$ cat src/rtl/shift_pkg.sv
// Shared types for the counted shifter: operation codes and sequencer states.
// Assumes a 3-bit operation field; codes outside the enum are treated as no-ops.
package shift_pkg;

    typedef enum logic [2:0] {
        OP_ACC_LEFT   = 3'd0,
        OP_PAIR_LEFT  = 3'd1,
        OP_NORMALIZE  = 3'd2,
        OP_PAIR_RIGHT = 3'd3,
        OP_PAIR_ROTR  = 3'd4
    } shift_op_e;

    typedef enum logic {
        ST_IDLE = 1'b0,
        ST_RUN  = 1'b1
    } seq_state_e;

    // True for codes that the datapath acts on.
    function automatic logic op_known(input logic [2:0] code);
        return code <= 3'd4;
    endfunction

endpackage

$ cat src/rtl/shift_count_sel.sv
// Chooses the shift count source: displacement bits or index register bits.
// Assumes both sources are already trimmed to the counter width by the caller.
module shift_count_sel #(
    parameter int CW = 6
) (
    input  logic          use_reg_i,
    input  logic [CW-1:0] disp_cnt_i,
    input  logic [CW-1:0] idx_cnt_i,
    output logic [CW-1:0] count_o
);

    // Source multiplexer for the count.
    always_comb begin
        count_o = use_reg_i ? idx_cnt_i : disp_cnt_i;
    end

endmodule

$ cat src/rtl/shift_step.sv
// One-position shift of the accumulator/extension pair for a given operation.
// Pure combinational; the carry is touched only by the plain left shifts here,
// the normalize carry is settled by the sequencer at the end of the run.
module shift_step
    import shift_pkg::*;
#(
    parameter int DW = 16
) (
    input  shift_op_e     op_i,
    input  logic [DW-1:0] acc_i,
    input  logic [DW-1:0] ext_i,
    input  logic          carry_i,
    output logic [DW-1:0] acc_o,
    output logic [DW-1:0] ext_o,
    output logic          carry_o
);

    localparam int MSB = DW - 1;

    // Next pair and carry after one shift position.
    always_comb begin
        acc_o   = acc_i;
        ext_o   = ext_i;
        carry_o = carry_i;
        case (op_i)
            OP_ACC_LEFT: begin
                acc_o   = {acc_i[MSB-1:0], 1'b0};
                carry_o = acc_i[MSB];
            end
            OP_PAIR_LEFT: begin
                {acc_o, ext_o} = {acc_i[MSB-1:0], ext_i, 1'b0};
                carry_o        = acc_i[MSB];
            end
            OP_NORMALIZE: begin
                {acc_o, ext_o} = {acc_i[MSB-1:0], ext_i, 1'b0};
            end
            OP_PAIR_RIGHT: begin
                {acc_o, ext_o} = {acc_i[MSB], acc_i, ext_i[MSB:1]};
            end
            OP_PAIR_ROTR: begin
                {acc_o, ext_o} = {ext_i[0], acc_i, ext_i[MSB:1]};
            end
            default: begin
                acc_o   = acc_i;
                ext_o   = ext_i;
                carry_o = carry_i;
            end
        endcase
    end

endmodule

$ cat src/rtl/shift_ctrl.sv
// Sequencer: holds the cycle-control counter, decides each cycle whether to
// shift or to finish, and raises the one-cycle done pulse.
// Assumes the count-zero test takes priority over the leading-one test.
module shift_ctrl
    import shift_pkg::*;
#(
    parameter int CW = 6
) (
    input  logic          clk,
    input  logic          rst_n,
    input  logic          start_i,
    input  logic [CW-1:0] count_i,
    input  shift_op_e     op_q_i,
    input  logic          acc_msb_i,
    output logic          busy_o,
    output logic          done_o,
    output logic          load_o,
    output logic          step_o,
    output logic          finish_o,
    output logic          cnt_zero_o,
    output logic [CW-1:0] count_o
);

    seq_state_e    state_q;
    logic [CW-1:0] cnt_q;
    logic          done_q;
    logic          msb_stop;

    // Stop conditions evaluated on the held operation and counter.
    always_comb begin
        cnt_zero_o = (cnt_q == '0);
        msb_stop   = (op_q_i == OP_NORMALIZE) && acc_msb_i;
        finish_o   = (state_q == ST_RUN) &&
                     (cnt_zero_o || msb_stop || !op_known(op_q_i));
        step_o     = (state_q == ST_RUN) && !finish_o;
        load_o     = (state_q == ST_IDLE) && start_i;
    end

    // State, counter and done pulse registers.
    always_ff @(posedge clk) begin
        if (!rst_n) begin
            state_q <= ST_IDLE;
            cnt_q   <= '0;
            done_q  <= 1'b0;
        end else begin
            done_q <= 1'b0;
            if (load_o) begin
                state_q <= ST_RUN;
                cnt_q   <= count_i;
            end else if (finish_o) begin
                state_q <= ST_IDLE;
                done_q  <= 1'b1;
            end else if (step_o) begin
                cnt_q <= cnt_q - 1'b1;
            end
        end
    end

    assign busy_o  = (state_q == ST_RUN);
    assign done_o  = done_q;
    assign count_o = cnt_q;

endmodule

$ cat src/rtl/shift_seq_unit.sv
// Counted shifter top: captures operands on start, steps the pair one bit per
// cycle under the sequencer, and settles the normalize carry at the end.
// Assumes the caller holds operands valid only on the accepting edge.
module shift_seq_unit
    import shift_pkg::*;
#(
    parameter int DW = 16,
    parameter int CW = 6
) (
    input  logic          clk,
    input  logic          rst_n,
    input  logic          start_i,
    input  logic [2:0]    op_i,
    input  logic          use_reg_i,
    input  logic [CW-1:0] disp_cnt_i,
    input  logic [CW-1:0] idx_cnt_i,
    input  logic [DW-1:0] acc_i,
    input  logic [DW-1:0] ext_i,
    input  logic          carry_i,
    input  logic          ovf_i,
    output logic          busy_o,
    output logic          done_o,
    output logic [DW-1:0] acc_o,
    output logic [DW-1:0] ext_o,
    output logic          carry_o,
    output logic          ovf_o,
    output logic [CW-1:0] count_o
);

    logic [CW-1:0] sel_count;
    logic          load, step, finish, cnt_zero;
    shift_op_e     op_q;
    logic [DW-1:0] acc_q, ext_q, acc_nx, ext_nx;
    logic          carry_q, carry_nx, ovf_q;

    shift_count_sel #(.CW(CW)) i_count_sel (
        .use_reg_i (use_reg_i),
        .disp_cnt_i(disp_cnt_i),
        .idx_cnt_i (idx_cnt_i),
        .count_o   (sel_count)
    );

    shift_ctrl #(.CW(CW)) i_ctrl (
        .clk       (clk),
        .rst_n     (rst_n),
        .start_i   (start_i),
        .count_i   (sel_count),
        .op_q_i    (op_q),
        .acc_msb_i (acc_q[DW-1]),
        .busy_o    (busy_o),
        .done_o    (done_o),
        .load_o    (load),
        .step_o    (step),
        .finish_o  (finish),
        .cnt_zero_o(cnt_zero),
        .count_o   (count_o)
    );

    shift_step #(.DW(DW)) i_step (
        .op_i   (op_q),
        .acc_i  (acc_q),
        .ext_i  (ext_q),
        .carry_i(carry_q),
        .acc_o  (acc_nx),
        .ext_o  (ext_nx),
        .carry_o(carry_nx)
    );

    // Working registers: load on start, shift on step, normalize carry on finish.
    always_ff @(posedge clk) begin
        if (!rst_n) begin
            op_q    <= OP_ACC_LEFT;
            acc_q   <= '0;
            ext_q   <= '0;
            carry_q <= 1'b0;
            ovf_q   <= 1'b0;
        end else if (load) begin
            op_q    <= shift_op_e'(op_i);
            acc_q   <= acc_i;
            ext_q   <= ext_i;
            carry_q <= carry_i;
            ovf_q   <= ovf_i;
        end else if (step) begin
            acc_q   <= acc_nx;
            ext_q   <= ext_nx;
            carry_q <= carry_nx;
        end else if (finish && op_q == OP_NORMALIZE) begin
            carry_q <= !cnt_zero;
        end
    end

    assign acc_o   = acc_q;
    assign ext_o   = ext_q;
    assign carry_o = carry_q;
    assign ovf_o   = ovf_q;

endmodule

$ cat config.mk
export PLATFORM = sky130hd
export DESIGN_NAME = shift_seq_unit
export DESIGN_NICKNAME = d
export VERILOG_FILES = /design/src/rtl/shift_pkg.sv /design/src/rtl/shift_count_sel.sv /design/src/rtl/shift_step.sv /design/src/rtl/shift_ctrl.sv /design/src/rtl/shift_seq_unit.sv
export SDC_FILE = /design/constraint.sdc
export NUM_CORES = 1
export LEC_CHECK = 0
export CAP_MARGIN = 20
export CORE_UTILIZATION = 45
export DETAILED_ROUTE_END_ITERATION = 7
export PLACE_DENSITY = 0.79
export SYNTH_ARGS = -nofsm -noshare
export SYNTH_HDL_FRONTEND = slang
export SYNTH_SLANG_ARGS = --single-unit
$ cat constraint.sdc
create_clock -name clk -period 2.25 [get_ports clk]
set_input_delay 0.45 -clock clk [delete_from_list [all_inputs] [get_ports clk]]
set_output_delay 0.45 -clock clk [all_outputs]
set_load 0.005 [all_outputs]
# After elaboration in Yosys (flattened, before gate mapping)
# Index checks and enable logic that the tools add are counted.
dict set report classes {
  n_addsub 1
  mul 0
  div 0
  magnitude_cmp 1
  eq_ne 7
  shift 0
  mux 17
  bitwise 2
  reduce_logical 27
}
# op count
set op_table {}
lappend op_table {{2-to-1 mux 16 bit} 4}
lappend op_table {{case mux 16 bit (4 select lines)} 1}
lappend op_table {{case mux 16 bit (2 select lines)} 1}
lappend op_table {{2-to-1 mux 6 bit} 4}
lappend op_table {{AND reduction 2 bit} 4}
lappend op_table {{OR reduction 2 bit} 4}
lappend op_table {{2-to-1 mux 1 bit} 7}
lappend op_table {{equality test 3 x 2 -> 1 bit, second input constant} 2}
lappend op_table {{zero test 6 bit} 1}
lappend op_table {{nonzero test 3 bit} 2}
lappend op_table {{subtractor 6 x 1 -> 6 bit, second input constant} 1}
lappend op_table {{logical AND 1 bit} 5}
lappend op_table {{nonzero test 5 bit} 1}
lappend op_table {{nonzero test 2 bit} 2}
lappend op_table {{nonzero test 4 bit} 1}
lappend op_table {{equality test 3 x 1 -> 1 bit, second input constant} 1}
lappend op_table {{equality test 3 bit, second input constant} 1}
lappend op_table {{<= comparator 3 bit, second input constant} 1}
lappend op_table {{zero test 1 bit} 3}
lappend op_table {{zero test 3 bit} 1}
lappend op_table {{inequality test 3 x 2 -> 1 bit, second input constant} 1}
lappend op_table {{AND reduction 3 bit} 1}
lappend op_table {{logical OR 1 bit} 2}
lappend op_table {{inequality test 2 x 1 -> 1 bit, second input constant} 1}
lappend op_table {{2 further kinds} 3}
dict set report totals {
  reg_bits 45
  latch_bits 0
  ram_bits 0
  romBits 0
  input_bits 53
  out_inout_bits 42
  wordCells 64
  n_memories 0
}

# Logic depth before layout (Yosys ltp)
# Gate-level depths: netlist of the first run.
dict set report logic_depth {
  depth_word 10
  depth_mapped 9
  depth_no_buf 7
}

# Cells and area by module
# A second synthesis of the first run with hierarchy kept.
dict set report hier_totals {
  cells_unflattened 495
  area_unflattened_um2 3982.6
}
# mod instances cells_each area_per_inst_um2 seq_area_each_um2
set modules_own_cells {}
lappend modules_own_cells {shift_seq_unit 1 197 1773.0 740.7}
lappend modules_own_cells {shift_step 1 233 1629.1 0.0}
lappend modules_own_cells {shift_ctrl 1 58 479.2 160.2}
lappend modules_own_cells {shift_count_sel 1 7 101.3 0.0}

# Worst setup path after synthesis of the first run
# No wires, ideal clock.
dict set report synth_path {
  path_kind {flip-flop to flip-flop}
  from {register i_ctrl.cnt_q[2], in the netlist i_ctrl.count_o[2]}
  to {register ext_q[0], in the netlist ext_o[0]}
  setup_ns 0.117
  t_arrival_ns 1.762
  required_ns 2.133
  slack_ns 0.371
  path_stages_with_launch 9
  n_path_buf 3
  period_less_slack_ns 1.879
  cell_sequence {dfxtp_1 > or3_1 > buf_6 > or2_4 > a41oi_2 > nor2b_1 > buf_6 > buf_8 > a32o_1}
}
dict set report synth_via {
  elab_chain_len 8
}
# element line_no
set synth_lines {}
lappend synth_lines {{start, declared} shift_ctrl.sv:25} ;# logic [CW-1:0] cnt_q;
lappend synth_lines {{start signal, assigned} shift_ctrl.sv:49} ;# cnt_q <= count_i;
lappend synth_lines {{start signal, assigned} shift_ctrl.sv:54} ;# cnt_q <= cnt_q - 1'b1;
lappend synth_lines {{zero test 6 bit} shift_ctrl.sv:31} ;# cnt_zero_o = (cnt_q == '0);
lappend synth_lines {{logical OR 1 bit (2 in series)} shift_ctrl.sv:34} ;# (cnt_zero_o || msb_stop || !op_known(op_q_i));
lappend synth_lines {{logical AND 1 bit} shift_ctrl.sv:33} ;# finish_o = (state_q == ST_RUN) &&
lappend synth_lines {{zero test 1 bit} shift_ctrl.sv:35} ;# step_o = (state_q == ST_RUN) && !finish_o;
lappend synth_lines {{logical AND 1 bit} shift_ctrl.sv:35}
lappend synth_lines {{nonzero test 2 bit (no source line)} n/a}
lappend synth_lines {{AND reduction 2 bit (no source line)} n/a}
lappend synth_lines {{end signal, assigned} shift_seq_unit.sv:80} ;# ext_q <= ext_i;
lappend synth_lines {{end signal, assigned} shift_seq_unit.sv:85} ;# ext_q <= ext_nx;
lappend synth_lines {{end, declared} shift_seq_unit.sv:33} ;# logic [DW-1:0] acc_q, ext_q, acc_nx, ext_nx;
# Every way passes these cells.
# A chain may end at the register's enable or synchronous reset.

# Worst setup path in the final report of the first run
dict set report layout_path {
  from {register i_ctrl.cnt_q[2], in the netlist i_ctrl.count_o[2]}
  to {register ext_q[6], in the netlist ext_o[6]}
}
# Same word-level chain as after synthesis.

==> results of run 1 <==
-- critical path, cell delays in order, from the launching register on --
cell and delay [ns]:
sky130_fd_sc_hd__dfxtp_1 0.36, sky130_fd_sc_hd__or3_1 0.50, sky130_fd_sc_hd__or2_4 0.30, sky130_fd_sc_hd__a41oi_2 0.19, sky130_fd_sc_hd__and2_1 0.50, sky130_fd_sc_hd__a22o_2 0.24
-- worst paths after layout --
path / end / cells past startpoint
worst max-delay path: ext_o[6] / 5
worst max register to register: ext_o[6] / 5
worst min-delay path: carry_o / 2
worst min register to register: carry_o / 2
-- what timing repair did --
item | 4_1_cts | 5_1_grt
setup endpoints to repair | 0 | 16
hold buffers | 0 | 0
resized for setup | 0 | 1
-- per-stage QoR --
stage,util (%),instances,cell area [um^2]
5_1_grt,66.7,455,3720
3_5_place_dp,65.1,447,3630
6_report,66.7,455,3720
2_1_floorplan,-,297,2650
4_1_cts,66.7,455,3720
3_3_place_gp,65.1,447,3630
-- synthesized netlist by cell type (2+ instances only) --
cell	n	share of area, %
sky130_fd_sc_hd__a21boi_0	4	1.1
sky130_fd_sc_hd__nor2b_1	3	0.71
sky130_fd_sc_hd__buf_2	3	0.57
sky130_fd_sc_hd__a22o_2	4	1.5
sky130_fd_sc_hd__xor2_1	5	1.7
sky130_fd_sc_hd__nand2b_1	5	1.2
sky130_fd_sc_hd__inv_1	2	0.28
sky130_fd_sc_hd__o21ai_1	8	1.5
sky130_fd_sc_hd__mux2i_1	30	11
sky130_fd_sc_hd__mux2_2	19	8.1
sky130_fd_sc_hd__nand3_1	20	3.8
sky130_fd_sc_hd__a21oi_1	10	1.9
sky130_fd_sc_hd__nor2_1	4	0.57
sky130_fd_sc_hd__o221ai_1	2	0.66
sky130_fd_sc_hd__buf_6	6	2.6
sky130_fd_sc_hd__o21a_1	2	0.57
sky130_fd_sc_hd__buf_8	2	1.1
sky130_fd_sc_hd__buf_4	2	0.57
sky130_fd_sc_hd__dfxtp_1	45	34
sky130_fd_sc_hd__nor3_1	4	0.76
sky130_fd_sc_hd__and2_1	2	0.47
sky130_fd_sc_hd__o31ai_1	2	0.57
sky130_fd_sc_hd__o21ai_0	30	5.7
sky130_fd_sc_hd__and3_1	2	0.47
sky130_fd_sc_hd__nand2_1	32	4.5
sky130_fd_sc_hd__clkbuf_1	16	2.3
sky130_fd_sc_hd__a22o_1	11	3.6
sky130_fd_sc_hd__ha_1	2	0.94
-- area by class of cell --
type / count / area share, %
Clock buffer: 6 / 1.95
Clock inverter: 2 / 0.404
Inverter: 2 / 0.202
Multi-Input combinational cell: 221 / 42.2
Sequential cell: 45 / 24.2
Tap cell: 72 / 2.42
Timing Repair Buffer: 107 / 28.6
-- layer usage --
metal | track usage (%) | wire length, um | share of wire, % | vias to the layer above
li1 | - | - | - | 1246
met1 | 28.0 | 3010 | 45 | 1156
met2 | 37.4 | 3170 | 48 | 95
met3 | 2.87 | 379 | 5.7 | 7
met4 | 7.04 | 68 | 1.0 | 0
met5 | 0 | 0 | 0 | -
-- flip-flops by register name (all words and copies together) (netlist names) --
signal and count:
carry_o 1, i_ctrl.busy_o 1, i_ctrl.done_o 1, acc_o 16, ovf_o 1, i_ctrl.count_o 6
op_q 3, ext_o 16
-- logic make-up after synthesis --
family | after synthesis
AO/OA/AOI/OAI | 86
AND/OR/NAND/NOR | 78
multiplexers | 49
flip-flops | 45
buffers and inverters | 31
XOR/XNOR | 6
adder cells (fa/ha/maj) | 2
-- report_power, final --
group | leakage (uW) | switching (uW) | total [uW] | internal [uW]
Combinational | 0.000955 | 282 | 683 | 401
Clock | 0.0000374 | 277 | 496 | 219
Sequential | 0.000370 | 85.4 | 953 | 867
Total | 0.00136 | 644 | 2130 | 1490
==> results by stage, run 1 <==
Pwr:
- In this run the static leakage power is 0.00136 uW.
- Dividing total power by cell area gives a power density of 573 nW/um^2.
- Across the VDD grid, the largest voltage drop is 0.391 mV.
- The design draws 2130 uW.

Hold path:
- In this run the worst hold path is classified as reg -> reg.
- The worst hold path begins at carry_o.

Logic synthesis:
- The synthesized netlist net count is 352.
- The post-synthesis share of cell area spent on xor and xnor gates is 1.98%.
- Counting flops with a built-in enable in the synthesized netlist gives 0.
- Of the total synthesized cell area, the portion taken by full adders, half adders and majority gates is 0.945%.
- In the synthesized netlist the dominant register cell turns out to be sky130_fd_sc_hd__dfxtp_1.
- The post-synthesis cell area is 2650 um^2.
- Of the total synthesized cell area, the portion taken by AND, OR, NAND and NOR gates is 14.4%.
- The synthesized netlist devotes 21.9% of its cell area to compound gates.
- The share of the Yosys chip area taken by registers is 34.0%.
- Each instance of the synthesized netlist takes up on average 8.92 um^2.
- In this run, synthesis produced a sequential element count of 45.
- The number of warnings printed during yosys synthesis is 0.
- After synthesis, the share of flip-flops with an asynchronous set or reset is 0%.
- The cell count after synthesis came out at 297.
- By area, the combinational part of the netlist is dominated by compound AO/OA/AOI/OAI gates.
- The count of distinct cell types in the synthesized netlist is 48.
- Multiplexer cells account for 19.4% of the synthesized area.

Clocking:
- The buffer depth of the longest clock path is 2.
- The number of clock sinks is 45.
- The clock tree from TritonCTS is built.
- The later-pin clock latency in the skew report is 0.30 ns.
- The clock-pin slew reported for the worst setup and hold paths after clock tree synthesis is 0.09 ns.
- The total setup buffers inserted after CTS is 0.
- The number of H-tree levels is 2.
- The clock root buffer master is sky130_fd_sc_hd__clkbuf_8.
- The total clock buffers created by CTS is 5.

Detailed routing:
- The via-per-instance ratio is 5.50.
- In the routed design, unresolved DRC markers number 0.
- The first detailed-routing pass took 4 iterations.
- Across all layers, the routed design uses 2,504 vias.
- After detailed routing, the average wire length per cell comes to 14.6 um.
- The routed design has 6630 um of wire.
- In this run, the number of DRC markers left after iteration 0 of detailed routing was 97.
- The antenna violation net count after detailed routing is 0.

Critical path:
- The launching point of the worst reg2reg path is i_ctrl.count_o[2].
- The most critical setup path has its startpoint at i_ctrl.count_o[2].
- The critical path in this run is classified as reg -> reg.
- The kind of end point of the critical path is a flop.
- The top fanout value on the critical path is 15.
- The critical path required time is 2.49 ns.
- The element type at the critical path start is a flop.
- The data arrival time of the critical path is 2.39 ns.
- Across all register-to-register paths, the minimum setup slack is 0.10 ns.

Final layout:
- The most common library cell in the layout ignoring fill and taps is sky130_fd_sc_hd__clkdlybuf4s50_1.
- The filler cell count is 480.
- The library cells used most frequently in the layout, excluding fill and tap cells, are 94 x sky130_fd_sc_hd__clkdlybuf4s50_1, 45 x sky130_fd_sc_hd__dfxtp_1, 32 x sky130_fd_sc_hd__nand2_1, 30 x sky130_fd_sc_hd__mux2i_1, 30 x sky130_fd_sc_hd__o21ai_0.
- 0 antenna diodes ended up in the layout.
- The area added between synthesis and finish is 40.4%.
- The final net count is 437.
- The share of layout cells above drive strength 1 is 13.6%.
- The area of the multi-input gates is 1570 um^2.
- Registers take 901 um^2.

Global route:
- The global route total overflow is 0.
- The overall global routing resource usage is 21.8%.
- Entering global routing, the biggest net connects 55 pins.
- The first global-routing pass estimated 10,900 um of wire.
- The via count of the first global-routing pass is 2,368.
- The number of antenna violations at the first check in global routing is 0.

Flow run:
- The number of violations of the max-capacitance limit is 0.

Timing:
- The peak clock frequency supported by timing is 0.466 GHz.
- Counting I/O delays and the setup requirement, the final critical path takes 2.15 ns.
- The clock arrives with 0.00971 ns of skew.
- The slew at the pin closest to its max-slew limit is 0.601 ns.
- The headroom to the max-slew limit is 59.7%.
- The worst path meets setup with 0.103 ns of slack.
- The number of endpoints with negative hold slack in the final report was 0.
- The worst path uses 95.4% of the clock period.
- The setup TNS after final layout is 0 ns.
- Setup repair after global routing left no endpoint under its margin.
- The total count of max-transition violations in the final report was 0.
- The tightest hold path in the finished design has a slack of 0.474 ns.
- The total of endpoints with negative setup slack in the final report is 0.

Floorplan:
- For this configuration, the core starts out at a cell density of 47.5%.
- In this run the horizontal extent of the chip is 78.7 um.
- The die outline height is 78.7 um.
- The area of the die is 6200 um^2.
- The floorplan has 27 rows.
- The number of placed I/O pins is 95.
- In this run the standard cell core region covers 5570 um^2.

Place:
- The count of input and output buffers is 94.
- Prior to clock tree synthesis, the placed netlist has a worst setup slack of -0.0924 ns.
- Detailed placement finished with a half-perimeter wire length of 4720 um.
- At the end of routability-driven placement, the weighted congestion stood at 0.787.

Status:
- The flow ran to the end, and the final reports show no timing, DRC or antenna violations.
(Power assumes the default switching activity.)
==> run 2: changes to the inputs <==
- clock period: 2.25 -> 2 ns (I/O delays scaled with it)
==> run 2 against run 1 <==
  * Routed wire length is 1.3% higher
  * First-iteration DRC count grew 4.1%
  * Sequential share of layout area shrank 0.53 points
  * Non-clock buffer count is 11 higher
  * Design area grew 2.3%
  * Global-route usage up 0.070 points
  * Worst setup slack worse by 0.027 ns
  * Count of clock-buffer cells in the layout unchanged
  * Clock skew fell by 0.0028 ns
  * Register-to-register slack got worse by 0.03 ns
  * Highest routed layer unchanged
==> results by stage, run 2 (synthesis gave the netlist of run 1 again) <==
Global route:
- The global-route wire length before repair is 10,800 um (-1.2%).
- The largest net degree at the start of global routing is 34 (-38%).
- The global route total overflow is 0 (unchanged).
- The via count of the first global-routing pass is 2,401 (+1.4%).
- The number of antenna violations at the first check in global routing is 0 (unchanged).
- The overall global routing resource usage is 21.8% (+0.070 points).

Place:
- The count of input and output buffers was 94 (unchanged).
- The detailed placer's ending HPWL was 5000 um (+5.9%).
- The number of placed instances with taps included was 457 (+2.2%).
- The standard cell area after detailed placement is 3700 um^2 (+2.1%).
- The final estimated routing congestion in global placement is 0.827 (+5.1%).

Detailed routing:
- The sum of met2 wire segment lengths after detailed routing came to 3200 um (+0.85%).
- The first-pass iteration count of the detailed router is 4 (unchanged).
- The DRC violation total after the first TritonRoute iteration is 101 (+4.1%).
- The post-detailed-route wirelength per cell is 14.4 um (-1.1%).
- The wire length on met1 came to 3040 um (+1.0%).
- The antenna violation net count after detailed routing came to 0 (unchanged).
- The top routing layer in use is met4.
- The vias after detailed routing is 2,536 (+1.3%).
- The routed wire length is 6720 um (+1.3%).
- The residual DRC count is 0 (unchanged).
- The met3 wire length came to 374 um (-1.3%).
- The via-per-instance ratio was 5.44 (-1.1%).

Final layout:
- The final net count came to 448 (+2.5%).
- The share of layout cells above drive strength 1 is 16.5% (+2.9 points).
- The antenna diode count was 0 (unchanged).
- The area added between synthesis and finish is 43.6%.
- The filler cell count is 476 (-0.83%).
- Leaving out fill and tap cells, the most frequent cells in the layout are 94 x sky130_fd_sc_hd__clkdlybuf4s50_1, 45 x sky130_fd_sc_hd__dfxtp_1, 32 x sky130_fd_sc_hd__nand2_1, 30 x sky130_fd_sc_hd__mux2i_1, 30 x sky130_fd_sc_hd__o21ai_0.
- The post-route cell area is 3800 um^2 (+2.3%).
- The most common library cell in the layout ignoring fill and taps is sky130_fd_sc_hd__clkdlybuf4s50_1.
- The final standard cell count with taps included and fillers excluded is 466 (+2.4%).

Critical path:
- The data arrival time of the critical path was 2.09 ns (-0.30 ns).
- The worst setup path is of the reg -> reg kind.
- The worst setup path is captured at a flop.
- The critical path required time is 2.17 ns (-0.32 ns).
- The element type at the critical path start is a flop.
- The top fanout value on the critical path came to 8 (-7).

Pwr:
- The power spent charging and discharging nets is 713 uW (+11%).
- The combinational fraction of design power is 34.1% (+2.1 points).
- The share of total power consumed by net switching is 29.4% (-0.76 points).
- The relative contribution of the clock network to total power is 22.0% (-1.3 points).
- The leakage power figure is 0.00143 uW (+4.7%).
- The power per standard cell area is 637 nW/um^2 (+11%).
- The maximum ir drop on the vdd rail is 0.350 mV (-10%).
- The total power was 2420 uW (+14%).
- The cell internal power dissipation was 1710 uW (+15%).
- The part of the power in registers came to 43.9% (-0.8 points).

Clocking:
- The total clock buffers created by CTS is 5 (unchanged).
- The later-pin clock latency in the skew report is 0.29 ns (about the same).
- The clock-pin slew reported for the worst setup and hold paths after clock tree synthesis is 0.08 ns (about the same).
- The clock tree from TritonCTS is built.
- The number of clock sinks is 45 (unchanged).
- The number of H-tree levels is 2 (unchanged).
- The buffer depth of the longest clock path was 2 (unchanged).
- The cell sitting at the root of the clock tree is a sky130_fd_sc_hd__clkbuf_8.

Hold path:
- The kind of path behind the tightest hold check is reg -> reg.

Timing:
- The peak clock frequency supported by timing is 0.520 GHz (+12%).
- Setup repair after global routing left no endpoint under its margin.
- The time the final worst path needs with I/O delays and setup is 1.92 ns (-0.223 ns).
- The clock skew after layout came to 0.00689 ns (-0.00281 ns).
- The worst hold slack after final layout is 0.471 ns (-0.00303 ns).
- The total of endpoints with negative setup slack in the final report was 0 (unchanged).
- The final worst-path cycle share came to 96.2% (+0.79 points).
- The total count of max-transition violations in the final report is 0 (unchanged).
- The headroom to the max-slew limit is 60.0% (+0.23 points).
- The setup TNS after final layout was 0 ns (unchanged).
- The number of endpoints with negative hold slack in the final report was 0 (unchanged).
- The slew at the pin closest to its max-slew limit is 0.598 ns (-0.00349 ns).

Status:
- The run finished with clean final reports.

Floorplan:
- The number of placed I/O pins came to 95 (unchanged).
- The die outline height came to 78.7 um (unchanged).
- The width of the die is 78.7 um (unchanged).
- The placeable core area is 5570 um^2 (unchanged).
- The placement row count is 27 (unchanged).
- The area of the die is 6200 um^2 (unchanged).
- The starting density of the core came to 47.5% (unchanged).

Flow run:
- The number of violations of the max-capacitance limit is 0 (unchanged).
run 2: cell types whose count changed in the layout (fill, tap and decap cells not counted):
cell and change:
sky130_fd_sc_hd__or3_1 -1, sky130_fd_sc_hd__or3_4 +1, sky130_fd_sc_hd__clkinvlp_4 -2, sky130_fd_sc_hd__and2_2 +1, sky130_fd_sc_hd__and2_1 -1, sky130_fd_sc_hd__buf_4 +11, sky130_fd_sc_hd__clkinv_2 +2
run 2: worst max-delay path, stage by stage, from the launching register on:
cell                      delay, ns
sky130_fd_sc_hd__dfxtp_1       0.45
sky130_fd_sc_hd__or3b_4        0.44
sky130_fd_sc_hd__o21ai_4       0.11
sky130_fd_sc_hd__buf_4         0.21
sky130_fd_sc_hd__mux2_2        0.35
sky130_fd_sc_hd__mux2i_1       0.15
sky130_fd_sc_hd__o21ai_0       0.09
run 2: power by group through the flow:
stage	Sequential (uW)	Clock, uW	Combinational [uW]
after floorplan	1070	0	459
after global placement	1080	0	806
after detailed placement	1080	0	820
after CTS	1060	551	826
after global routing	1080	594	902
final	1060	532	827
run 2: per-layer routing:
layer | vias up | GRT usage, %
li1 | 1262 | -
met1 | 1185 | 27.4
met2 | 81 | 37.2
met3 | 8 | 4.25
met4 | 0 | 7.41
met5 | - | 0
run 2: final cells by class:
cell class / instances / area, um^2 / share of cell area (%)
Clock buffer: 6 / 72.6 / 1.91
Inverter: 2 / 7.51 / 0.197
Multi-Input combinational cell: 221 / 1580 / 41.4
Clock inverter: 2 / 10.0 / 0.263
Sequential cell: 45 / 901 / 23.7
Tap cell: 72 / 90.1 / 2.37
Timing Repair Buffer: 118 / 1150 / 30.1
run 2: path summary, 6_finish.rpt:
kind                            cells past startpoint  slack, ns    start        to
worst min register to register                      2       0.47  carry_o   carry_o
worst max-delay path                                6       0.08  op_q[2]  acc_o[9]
worst max register to register                      6       0.08  op_q[2]  acc_o[9]
worst min-delay path                                2       0.47  carry_o   carry_o
run 2: per-stage QoR:
| stage | utilization, % | setup WS [ns] |
|---|---|---|
| after floorplan | - | 0.121 |
| after global placement | 66.5 | -0.278 |
| after detailed placement | 66.5 | -0.281 |
| after CTS | 68.0 | 0.0447 |
| after global routing | 68.2 | 0.0138 |
| final | 68.2 | 0.0757 |
run 2: what timing repair did:
item                       4_1_cts  5_1_grt
setup endpoints to repair       16       15
setup buffers                    0        1
pin swaps                        0        1
resized for setup                2        1
hold buffers                     0        0
